### config.mk
export PLATFORM = sky130hd
export DESIGN_NAME = qpl_readout
export DESIGN_NICKNAME = d
export VERILOG_FILES = /design/src/rtl/qpl_pkg.sv /design/src/rtl/qpl_inhibit_ctrl.sv /design/src/rtl/qpl_pos_latch.sv /design/src/rtl/qpl_bus_drive.sv /design/src/rtl/qpl_readout.sv
export SDC_FILE = /design/constraint.sdc
export NUM_CORES = 1
export LEC_CHECK = 0
export BUFFER_PORTS_ARGS = -buffer_cell sky130_fd_sc_hd__buf_4
export CORE_MARGIN = 2
export CORE_UTILIZATION = 48
export DETAILED_ROUTE_END_ITERATION = 16
export HOLD_SLACK_MARGIN = 0.1
export PLACE_DENSITY = 0.8
export SLEW_MARGIN = 20
export SYNTH_ARGS = -nofsm -noshare
export SYNTH_HDL_FRONTEND = slang
export SYNTH_SLANG_ARGS = --single-unit
### constraint.sdc
create_clock -name clk -period 1.4 [get_ports clk]
set_input_delay 0.21 -clock clk [delete_from_list [all_inputs] [get_ports clk]]
set_output_delay 0.21 -clock clk [all_outputs]
set_load 0.03 [all_outputs]
### src/rtl/qpl_pkg.sv
package qpl_pkg;

  // Read handshake phase kept between falling edges
  typedef enum logic [1:0] {
    RD_TRACK    = 2'd0,
    RD_HOLD     = 2'd1,
    RD_LOW_SEEN = 2'd2
  } rd_state_e;

  // Classification of one sample of the bus controls
  typedef enum logic [1:0] {
    REQ_IDLE  = 2'd0,
    REQ_UPPER = 2'd1,
    REQ_LOWER = 2'd2
  } req_e;

  function automatic req_e classify_req(input logic oe_n, input logic sel);
    if (oe_n)      return REQ_IDLE;
    else if (sel)  return REQ_LOWER;
    else           return REQ_UPPER;
  endfunction

  function automatic rd_state_e next_rd_state(input rd_state_e cur, input req_e req);
    rd_state_e nxt;
    nxt = cur;
    case (cur)
      RD_TRACK:    if (req == REQ_UPPER) nxt = RD_HOLD;
      RD_HOLD:     if (req == REQ_LOWER) nxt = RD_LOW_SEEN;
      RD_LOW_SEEN: if (req == REQ_IDLE)  nxt = RD_TRACK;
      default:     nxt = RD_TRACK;
    endcase
    return nxt;
  endfunction

endpackage

### src/rtl/qpl_inhibit_ctrl.sv
module qpl_inhibit_ctrl
  import qpl_pkg::*;
(
  input  logic clk,
  input  logic rst_n,
  input  logic oe_n,
  input  logic sel,
  output logic inhibit,
  output logic low_seen
);

  rd_state_e state_q;
  rd_state_e state_d;
  req_e      req;

  assign req     = classify_req(oe_n, sel);
  assign state_d = next_rd_state(state_q, req);

  // Controls are sampled on the falling edge
  always_ff @(negedge clk) begin
    if (!rst_n) state_q <= RD_TRACK;
    else        state_q <= state_d;
  end

  assign inhibit  = (state_q != RD_TRACK);
  assign low_seen = (state_q == RD_LOW_SEEN);

endmodule

### src/rtl/qpl_pos_latch.sv
module qpl_pos_latch #(
  parameter int POS_W = 16
) (
  input  logic             clk,
  input  logic             rst_n,
  input  logic             hold,
  input  logic [POS_W-1:0] count_in,
  output logic [POS_W-1:0] pos_q
);

  always_ff @(posedge clk) begin
    if (!rst_n)     pos_q <= '0;
    else if (!hold) pos_q <= count_in;
  end

endmodule

### src/rtl/qpl_bus_drive.sv
module qpl_bus_drive #(
  parameter int BUS_W = 8,
  localparam int POS_W = 2 * BUS_W
) (
  input  logic [POS_W-1:0] pos_q,
  input  logic             oe_n,
  input  logic             sel,
  output logic [BUS_W-1:0] bus_data,
  output logic             bus_en
);

  function automatic logic [BUS_W-1:0] pick_half(input logic [POS_W-1:0] w, input logic lower);
    return lower ? w[BUS_W-1:0] : w[POS_W-1:BUS_W];
  endfunction

  assign bus_en   = ~oe_n;
  assign bus_data = bus_en ? pick_half(pos_q, sel) : '0;

endmodule

### src/rtl/qpl_readout.sv
module qpl_readout #(
  parameter int BUS_W = 8,
  localparam int POS_W = 2 * BUS_W
) (
  input  logic             clk,
  input  logic             rst_n,
  input  logic             oe_n,
  input  logic             sel,
  input  logic [POS_W-1:0] count_in,
  output logic [BUS_W-1:0] bus_data,
  output logic             bus_en
);

  logic             inhibit;
  logic             low_seen;
  logic [POS_W-1:0] pos_q;

  qpl_inhibit_ctrl u_ctrl (
    .clk      (clk),
    .rst_n    (rst_n),
    .oe_n     (oe_n),
    .sel      (sel),
    .inhibit  (inhibit),
    .low_seen (low_seen)
  );

  qpl_pos_latch #(.POS_W(POS_W)) u_latch (
    .clk      (clk),
    .rst_n    (rst_n),
    .hold     (inhibit),
    .count_in (count_in),
    .pos_q    (pos_q)
  );

  qpl_bus_drive #(.BUS_W(BUS_W)) u_bus (
    .pos_q    (pos_q),
    .oe_n     (oe_n),
    .sel      (sel),
    .bus_data (bus_data),
    .bus_en   (bus_en)
  );

endmodule

Yosys cells after proc, flatten, opt, wreduce, memory -nomap -nowiden
Cells that the tools add are included.
W data, S select, Z words.

word-level totals
  register bits after elaboration = 18
  latch bits = 0
  RAM bits = 0
  ROM bits = 0
  output and inout bits = 9
  word-level logic and storage cells = 22
  memories = 0

operators by class
  add/sub/neg operators = 0
  $mul = 0
  div/mod/pow operators = 0
  magnitude comparators = 0
  equality and inequality tests = 7
  shifts and indexed selects = 0
  mux-type cells = 8
  bitwise operators = 1
  reductions and logical operators = 4

operator list
  cell                  number
  $mux W8               2
  $mux W2               5
  $ne A2 B1 Y1 const B  3
  $pmux W2 S3           1
  $eq A2 B1 Y1 const B  2
  $eq A2 B2 Y1 const B  2
  $logic_not A2 Y1      2
  $reduce_and A3 Y1     1
  $reduce_bool A2 Y1    1
  $not A1 Y1            1

Longest topological paths before layout
  word-level depth = 5
  depth in mapped cells = 3
  gate-level depth less buffers = 2

Cells and area by module
A second synthesis with hierarchy kept.

second synthesis, totals
  cells, all modules = 81
  area, all modules = 850.8 um^2

by module, submodules not included
  module            instances  cells each  area an instance (um^2)  seq. area each (um^2)
  qpl_pos_latch     1          51          615.6                    320.3
  qpl_bus_drive     1          19          130.1                    0.0
  qpl_inhibit_ctrl  1          11          105.1                    40.0

==> summary.md <==
| Metric | Value |
|---|---|
| CP endpoint kind | register |
| Initial antenna violation count | 0 |
| CTS tree | yes |
| First-pass GRT wire length | around 3.0 mm |
| Syn avg cell area | 8.834 um2 |
| Layout cells sized above 1 | 0.3985 |
| Layout area overhead | 38.77% |
| Final Setup Violations | 16 |
| Cells after Synth | 99 |
| Synth Register Bits | 18 |
| Dominant synthesized flop cell | dfxtp_1 |
| Leakage power | 0.5400 nW |
| Mapped Nets | 119 |
| Die ar. | 0.002179 mm2 |
| Largest net degree at the start of global routing | 20 |
| Final Skew | between 0.05 and 0.06 ns |
| Yosys cell types | 20 |
| Ys Warns | 0 |
| Slew @ Worst Pin | 0.3649 ns |
| Detailed placement HPWL | ~1.3 mm |
| Worst setup path class | register to register |
| Maxcap violations | 0 |
| Top post-synthesis cells by area | dfxtp_1 (41%), or3b_1 (16%), a21oi_1 (9.2%) |
| Final-report hold violation count | 0 |
| FF/Latch Area | 367.9 um2 |
| Die height | between 40 and 50 um |
| DR WL/cell | 12.75 um |
| Worst vdd ir | slightly above 500 uV |
| Nets | 154 |
| H-tree lvl count | 1 |
| Fill cells | 147 |
| Hold Crit Class | input pin to register |
| Hold_ws | 0.2474 ns |
| Congestion Overflow GR | 0 |
| Worst r2r src | u_ctrl.state_q[1]$_SDFFE_NN0P_ |
| Slew headroom | 0.7504 |
| WP data required | 1.63 ns |
| Clk slew on worst S/H paths | 0.11 ns |
| Root buf cell | clkbuf_4 |
| Setup WS pre-CTS | -0.3889 ns |
| GRT Total Usage | 0.1942 |
| CP arrival | slightly below 2 ns |
| Vias | 847 |
| Post-Route WL | approximately 2.0 mm |
| Vias in the first global route | about 700 |
| Pwr per Cell Area | ~910 mW/mm2 |
| Hold path startpoint | count_in[13] |
| Via density | around 5.4 |
| Commonest cells in the netlist | dfxtp_1 (18), a21oi_1 (16), or3b_1 (16) |
| Drt pass-1 iters | 4 |
| Die Span X | 46.69 um |
| EDFF count, synth | 0 |
| Cell Rows | 15 |
| # DRC | 0 |
| Post-synth top area share | 0.4120 |
| GPL Wtd Cong | 0.7374 |
| Top Ports | 29 |
| Slew Limit Fails | 0 |
| Hold_buf cts | 0 |
| Critical Path Start | u_ctrl.state_q[1]$_SDFFE_NN0P_ |
| Longest Clk Path Bufs | 2 |
| Count leader, synth | dfxtp_1 |
| Register-to-register setup slack | -0.34 ns |
| Startpoint types | register |
| Worst setup margin | -0.3377 ns |
| RSZ-0062 raised after global routing | yes |
| Clock insertion delay at the later pin of the skew report | 0.34 ns |
| Failing checks | setup timing |
| CTS Sinks | 18 |
| Starting density of the core | 0.5065 |
| Port Buf Inserts | 28 |
| CP max FO | 18 |
| Multi-input logic area | 480.5 um2 |
| First DRT Iteration DRCs | 12 |
| Netlist Area Pre-Place | about 870 um2 |
| Sequential area share after synthesis | 0.4120 |
| Core box area | 0.001727 mm2 |
| Antenna Cells | 0 |
| ANT nets after route | 0 |
| Cell count of the worst reg-to-reg path | 2 |
| Area leader, netlist | dfxtp_1 |
| Status | finished with violations |
| CTS buffer count | 3 |
| Asr flop ratio synth | 0 |
| Worst r2r dst | u_latch.pos_q[5]$_SDFFE_PN0N_ |
| CP endpoint | u_latch.pos_q[5]$_SDFFE_PN0N_ |
## per-stage QoR
stage                       util  total power [mW]  cell area, um2  TNS, ns  std cells
after CTS                 0.6855             1.102            1184   -5.084        158
after detailed placement  0.6500            0.8203            1122   -6.012        151
after global placement    0.6500            0.8121            1122   -5.419        151
final                     0.7029             1.109            1214   -5.110        158
after floorplan                -            0.7374           899.6   -4.272         99
after global routing      0.7029             1.152            1214   -5.803        158
## layer usage
layer,routed length (um),vias up,global-route usage
li1,-,420,-
met1,905,400,0.2399
met2,991,25,0.3250
met3,100,2,0.02745
met4,17,0,0.1000
met5,0,-,0
## power by group
group          internal, mW  switching (mW)  total, mW  leakage (nW)
clock network         0.118           0.176      0.294        0.0256
registers             0.548          0.0285      0.576         0.151
logic                 0.126           0.112      0.238         0.364
total                 0.792           0.317       1.11         0.540
## cells by family after synthesis
family,Yosys count,synth area share
muxes,8,0.09156
buffers and inverters,12,0.07724
and+or+nand+nor,27,0.2175
DFF,18,0.4120
AOI/OAI and AO/OA,34,0.2017
## critical path, cell delays in order (launching register included)
cell and delay [ns]:
dfxtp_4 0.39, or3b_1 0.39, a21oi_1 0.14
## cell usage in the layout, fill, tap and decap left out
cell type / Yosys / final
buf_4: 1 / 36
or3b_1: 16 / 16
dfxtp_1: 18 / 16
o21ai_0: 12 / 12
a21oi_2: 0 / 9
mux2i_1: 8 / 8
nor2_1: 8 / 8
a21oi_1: 16 / 7
o21ai_1: 4 / 4
clkbuf_4: 0 / 3
inv_1: 1 / 2
buf_6: 2 / 2
dfxtp_4: 0 / 2
nand3b_1: 1 / 1
nand2b_1: 1 / 1
clkinv_1: 1 / 1
a211oi_1: 1 / 1
inv_2: 1 / 1
nor2b_1: 1 / 1
a2111oi_0: 1 / 1
clkbuf_1: 2 / 1
## registers in the layout (all words and copies together) (netlist names)
name,cells
u_ctrl.state_q,2
u_latch.pos_q,16
## area by class of cell
| cell class | count | share of cell area |
|---|---|---|
| clock buffers | 4 | 0.02165 |
| well taps | 25 | 0.02577 |
| multi-input cells | 69 | 0.3959 |
| clock inverters | 2 | 0.006186 |
| flip-flops and latches | 18 | 0.3031 |
| inverters | 2 | 0.006186 |
| repair buffers | 38 | 0.2412 |
## worst min-delay path by stage
stage	endpoint	cells past startpoint
6_report	u_latch.pos_q[13]$_SDFFE_PN0N_	3
5_1_grt	u_latch.pos_q[13]$_SDFFE_PN0N_	3
4_1_cts	u_latch.pos_q[13]$_SDFFE_PN0N_	3
3_5_place_dp	u_latch.pos_q[14]$_SDFFE_PN0N_	2
3_3_place_gp	u_latch.pos_q[6]$_SDFFE_PN0N_	2
2_1_floorplan	u_latch.pos_q[10]$_SDFFE_PN0N_	2
## repair_timing
action / 4_1_cts / 5_1_grt
setup endpoints to repair: 16 / 16
cloned: 0 / 0
setup buffers: 2 / 0
gates resized for setup: 5 / 8
Power figures use the tool's default switching activity.
